$ cat src/rtl/swc_pkg.sv
package swc_pkg;
    typedef struct packed {
        logic asleep;
        logic by_wfe;
        logic wake;
        logic evt;
    } swc_state_t;
endpackage

$ cat src/rtl/swc_irq_eval.sv
module swc_irq_eval #(
    parameter int N_IRQ  = 4,
    parameter int PRIO_W = 2
) (
    input  logic [N_IRQ-1:0]        pend_i,
    input  logic [N_IRQ-1:0]        en_i,
    input  logic [N_IRQ*PRIO_W-1:0] prio_i,
    input  logic [PRIO_W-1:0]       cur_i,
    output logic                    any_qual_o
);
    logic [N_IRQ-1:0] qual;

    // one comparator per interrupt line: enabled, pending, strictly more urgent
    for (genvar k = 0; k < N_IRQ; k++) begin : g_line
        assign qual[k] = pend_i[k] & en_i[k] & (prio_i[k*PRIO_W +: PRIO_W] < cur_i);
    end

    assign any_qual_o = |qual;
endmodule

$ cat src/rtl/swc_pend_edge.sv
module swc_pend_edge #(
    parameter int N_IRQ = 4
) (
    input  logic             clk_i,
    input  logic             rst_ni,
    input  logic [N_IRQ-1:0] pend_i,
    output logic             new_any_o
);
    logic [N_IRQ-1:0] prev_d, prev_q;

    always_comb begin
        prev_d = pend_i;
    end

    always_ff @(posedge clk_i or negedge rst_ni) begin
        if (!rst_ni) prev_q <= '0;
        else         prev_q <= prev_d;
    end

    assign new_any_o = |(pend_i & ~prev_q);
endmodule

$ cat src/rtl/sleep_wake_ctrl.sv
module sleep_wake_ctrl #(
    parameter int N_IRQ  = 4,
    parameter int PRIO_W = 2
) (
    input  logic                    clk_i,
    input  logic                    rst_ni,
    input  logic                    wfi_i,
    input  logic                    wfe_i,
    input  logic                    sev_i,
    input  logic                    ext_evt_i,
    input  logic                    exc_ret_i,
    input  logic [N_IRQ-1:0]        irq_pend_i,
    input  logic [N_IRQ-1:0]        irq_en_i,
    input  logic [N_IRQ*PRIO_W-1:0] irq_prio_i,
    input  logic [PRIO_W-1:0]       cur_prio_i,
    input  logic                    primask_i,
    input  logic                    sleep_on_exit_i,
    input  logic                    sev_on_pend_i,
    output logic                    sleeping_o,
    output logic                    wake_o,
    output logic                    exc_req_o
);
    import swc_pkg::*;

    swc_state_t st_d, st_q;
    logic any_qual;
    logic new_pend;
    logic evt_set;
    logic exit_sleep;

    swc_irq_eval #(.N_IRQ(N_IRQ), .PRIO_W(PRIO_W)) u_eval (
        .pend_i     (irq_pend_i),
        .en_i       (irq_en_i),
        .prio_i     (irq_prio_i),
        .cur_i      (cur_prio_i),
        .any_qual_o (any_qual)
    );

    swc_pend_edge #(.N_IRQ(N_IRQ)) u_edge (
        .clk_i     (clk_i),
        .rst_ni    (rst_ni),
        .pend_i    (irq_pend_i),
        .new_any_o (new_pend)
    );

    assign evt_set    = sev_i | ext_evt_i | (sev_on_pend_i & new_pend);
    assign exit_sleep = exc_ret_i & sleep_on_exit_i;

    always_comb begin
        st_d      = st_q;
        st_d.wake = 1'b0;
        if (st_q.asleep) begin
            if (st_q.by_wfe) begin
                // event-wait sleep: interrupt or event ends it, event is consumed
                if (any_qual || evt_set) begin
                    st_d.asleep = 1'b0;
                    st_d.wake   = 1'b1;
                    st_d.evt    = 1'b0;
                end
            end else begin
                // interrupt-wait sleep: events only accumulate
                st_d.evt = st_q.evt | evt_set;
                if (any_qual) begin
                    st_d.asleep = 1'b0;
                    st_d.wake   = 1'b1;
                end
            end
        end else begin
            st_d.evt = st_q.evt | evt_set;
            if (exit_sleep) begin
                st_d.asleep = 1'b1;
                st_d.by_wfe = 1'b0;
            end else if (wfi_i) begin
                if (!any_qual) begin
                    st_d.asleep = 1'b1;
                    st_d.by_wfe = 1'b0;
                end
            end else if (wfe_i) begin
                if (st_q.evt || evt_set) begin
                    st_d.evt = 1'b0;
                end else if (!any_qual) begin
                    st_d.asleep = 1'b1;
                    st_d.by_wfe = 1'b1;
                end
            end
        end
    end

    always_ff @(posedge clk_i or negedge rst_ni) begin
        if (!rst_ni) st_q <= '0;
        else         st_q <= st_d;
    end

    assign sleeping_o = st_q.asleep;
    assign wake_o     = st_q.wake;
    assign exc_req_o  = any_qual & ~primask_i & ~st_q.asleep;

    p_wake_single_r6: assert property (@(posedge clk_i) disable iff (!rst_ni)
        wake_o |=> !wake_o);

    p_wake_from_sleep_r6: assert property (@(posedge clk_i) disable iff (!rst_ni)
        (st_q.asleep && (any_qual || (st_q.by_wfe && evt_set))) |=> (wake_o && !sleeping_o));

    p_masked_no_req_r7: assert property (@(posedge clk_i) disable iff (!rst_ni)
        primask_i |-> !exc_req_o);

    p_exit_enters_r5: assert property (@(posedge clk_i) disable iff (!rst_ni)
        (!sleeping_o && exit_sleep) |=> sleeping_o);

    p_wfi_completes_r2: assert property (@(posedge clk_i) disable iff (!rst_ni)
        (!sleeping_o && wfi_i && any_qual && !exit_sleep) |=> !sleeping_o);

    p_wfi_holds_r4: assert property (@(posedge clk_i) disable iff (!rst_ni)
        (sleeping_o && !st_q.by_wfe && !any_qual) |=> sleeping_o);

    p_wfe_consumes_r8: assert property (@(posedge clk_i) disable iff (!rst_ni)
        (!sleeping_o && wfe_i && !wfi_i && !exit_sleep && st_q.evt) |=> (!sleeping_o && !st_q.evt));
endmodule

$ cat config.mk
export PLATFORM = sky130hd
export DESIGN_NAME = sleep_wake_ctrl
export DESIGN_NICKNAME = d
export VERILOG_FILES = /design/src/rtl/swc_pkg.sv /design/src/rtl/swc_irq_eval.sv /design/src/rtl/swc_pend_edge.sv /design/src/rtl/sleep_wake_ctrl.sv
export SDC_FILE = /design/constraint.sdc
export NUM_CORES = 1
export LEC_CHECK = 0
export BUFFER_PORTS_ARGS = -buffer_cell sky130_fd_sc_hd__buf_2
export CORE_AREA = 2 2 39 41
export CTS_CLUSTER_SIZE = 14
export DETAILED_ROUTE_END_ITERATION = 8
export DIE_AREA = 0 0 41 43
export PLACE_DENSITY = 0.7
export SLEW_MARGIN = 20
export SYNTH_ARGS = -nofsm -noshare
export SYNTH_HDL_FRONTEND = slang
export SYNTH_SLANG_ARGS = --single-unit
$ cat constraint.sdc
create_clock -name clk_i -period 2.05 [get_ports clk_i]
set_input_delay 0.205 -clock clk_i [delete_from_list [all_inputs] [get_ports clk_i]]
set_output_delay 0.205 -clock clk_i [all_outputs]
set_load 0.02 [all_outputs]
==> impl_metrics.yaml <==
global_routing:
  grt_pass1_wl_um: 1621
  grt_use_total_pct: 13.91
  grt_pass1_vias: 428
  use_met2_pct: 21.56
  antenna_found_initial: 0
  grt_busiest_layer: "met2"
  use_met1_pct: 15.67
  grt-ovfl-total: 0
  grt_max_degree: 9
  use_met3_pct: 3.141
floorplanning:
  chipHeight_um: 43
  start_util_pct: 34.45
  design.portCount: 31
  dieArea_um2: 1763
  core_area_um2: 1384
  die_x_um: 41
  row_count: 14
power:
  power_frac_comb_pct: 26.9
  p_seq_share_pct: 45.7
  p_sw_uw: 110.8
  p_per_area_nw_per_um2: 597.2
  p_sw_share_pct: 27.30
  p_int_uw: 295.0
  ir_drop_mv: 0.2274
  clockPowerShare_pct: 27.4
  p_leak_uw: 0.0003341
sta:
  fmax_mhz: 564.7
  setup_tns_ns: 0
  clock_skew_ns: 0.005758
  min_period_ns: 1.771
  rsz0062_at_grt: "false"
  whs_ns: 0.1084
  slew_violations: 0
  setup_viol: 0
  slew_headroom_pct: 75.86
  period_share_pct: 86.39
  finalHoldViolations: 0
  worst_slew_pin_slew_ns: 0.3599
synth:
  synth_top_area_share_pct: 41.99
  syn_nets: 80
  syn_area_per_cell_um2: 9.931
  synth_most_common_cell: "dfrtp_1"
  synth_area_leaders: "dfrtp_1, ha_1, a211oi_1, nand2b_1, nand2_1"
  synthCells: 48
  post_synth_instance_area_um2: 476.7
  ys_seq_area_share_pct: 41.99
  synth_edf_count: 0
  synth_top_area_cell: "dfrtp_1"
  synth_seq_cells: 8
  synth-async-reset-ratio_pct: 100.0
  synthDistinctLibCells: 20
  synthTopCellsByCount: "dfrtp_1, nand2_1, nand2b_1"
  yosys_warnings: 0
  ys.flop_type: "dfrtp_1"
setup_path:
  crit_required_ns: 1.85
  worstSetupStartpointType: "primary input"
  crit_type: "in2out"
  path_max_fanout: 5
  crit_path_end_kind: "output port"
  arrival_ns: 1.57
worst_hold_path:
  min_path_type: "in2reg"
clock_tree:
  clock_sinks: 8
  clk_latency_ns: 0.24
  cts_max_level: 1
  post-cts-setup-buffers: 0
  clk_path_buf_depth: 2
  cts_root_buffer: "clkbuf_4"
  clkTransAtPathRegs_ns: 0.05
  cts_tree: "done"
  cts_buffers: 3
placed_design:
  dpl.hpwl_um: 916.5
  port-buffer-count: 30
  place.gp.congestion: 0.7443
layout:
  fillers: 139
  nNetsFinal: 116
  post-route-util_pct: 49.10
  drive_above_1_share_pct: 41.46
  area_growth_pct: 42.52
  diodes: 0
job:
  maxCapViolations: 0
detailed_routing:
  ant_nets: 0
  vias: 484
  wl_per_cell_um: 10.23
  drtPass1Iterations: 4
  drc: 0
  routed_wl_um: 1003
  viasPerCell: 4.939
  first_iter_violations: 1
status:
  outcome: "finished clean"
## through the flow
step	total power, µW	std cells	worst slack, ns	cell area, µm²
CTS	413.0	98	0.2661	679.4
global route	433.6	98	0.2085	679.4
finish	405.8	98	0.2791	679.4
floorplan	245.1	48	0.4247	476.7
global placement	294.4	94	0.2985	646.9
detailed placement	298.2	94	0.2677	646.9
## power by group through the flow
stage,Sequential (µW),Clock (µW),Combinational (µW)
final,185,111,109
after global routing,189,123,122
after CTS,186,116,112
after detailed placement,188,0,110
after global placement,187,0,107
after floorplan,196,0,48.7
## state kept, by name, summed over array words and instances, names as in the netlist
register,cells
wake_o,1
u_edge.prev_q,4
st_q,2
sleeping_o,1
## cells by family (layout without fill, tap and decap cells)
| kind of cell | after synthesis | count (layout) | share of synthesized area [%] |
|---|---|---|---|
| compound gates | 14 | 14 | 20.21 |
| fa+ha+maj | 4 | 4 | 10.50 |
| buf+inv | 2 | 36 | 1.575 |
| flops | 8 | 8 | 41.99 |
| simple gates | 20 | 20 | 25.72 |
## layout make-up
| cell class | count | area [µm²] | area share (%) |
|---|---|---|---|
| Timing Repair Buffer | 31 | 160.2 | 23.57 |
| Multi-Input combinational cell | 38 | 269.0 | 39.59 |
| Tap cell | 16 | 20.02 | 2.947 |
| Clock buffer | 3 | 22.52 | 3.315 |
| Inverter | 2 | 7.507 | 1.105 |
| Sequential cell | 8 | 200.2 | 29.47 |
## placed cells by master (no fill, tap or decap)
| cell | instances |
|---|---|
| or3b_1 | 1 |
| nand2b_1 | 6 |
| o2111ai_1 | 1 |
| a211oi_1 | 5 |
| nor3b_1 | 2 |
| a211o_1 | 1 |
| o21ai_0 | 2 |
| a21oi_1 | 2 |
| or4_4 | 1 |
| a2bb2oi_1 | 1 |
| nand2_1 | 6 |
| or2_1 | 1 |
| dlygate4sd3_1 | 1 |
| dfrtp_1 | 8 |
| o22ai_1 | 1 |
| ha_1 | 4 |
| clkbuf_4 | 3 |
| or2b_1 | 1 |
| inv_1 | 2 |
| nor2b_1 | 1 |
| a31oi_1 | 1 |
| buf_2 | 30 |
| nand3b_1 | 1 |
## layer usage
layer,wire length [µm],share of wire (%),vias to the layer above
li1,-,-,249
met4,19,1.9,0
met3,66,6.6,2
met2,513,51,21
met5,0,0,-
met1,404,40,212
## path summary, 6_finish.rpt
check	from	end	slack, ns	cells after the start
min	irq_pend_i[0]	u_edge.prev_q[0]	0.11	1
max	cur_prio_i[1]	exc_req_o	0.28	7
min reg2reg	st_q[2]	st_q[0]	0.48	1
max reg2reg	u_edge.prev_q[0]	sleeping_o	0.59	5
max in group asynchronous	rst_ni	u_edge.prev_q[1]	1.56	2
min in group asynchronous	rst_ni	sleeping_o	0.33	2
## critical path, cell delays in order
cell	delay (ns)
buf_2	0.08
inv_1	0.07
ha_1	0.28
a211oi_1	0.06
or4_4	0.56
nor3b_1	0.15
buf_2	0.16
## repair_timing
action / CTS / global route
resized for setup: 0 / 0
endpoints found under the hold margin: 8 / 0
hold buffers: 1 / 0
Power figures use the tool's default switching activity.
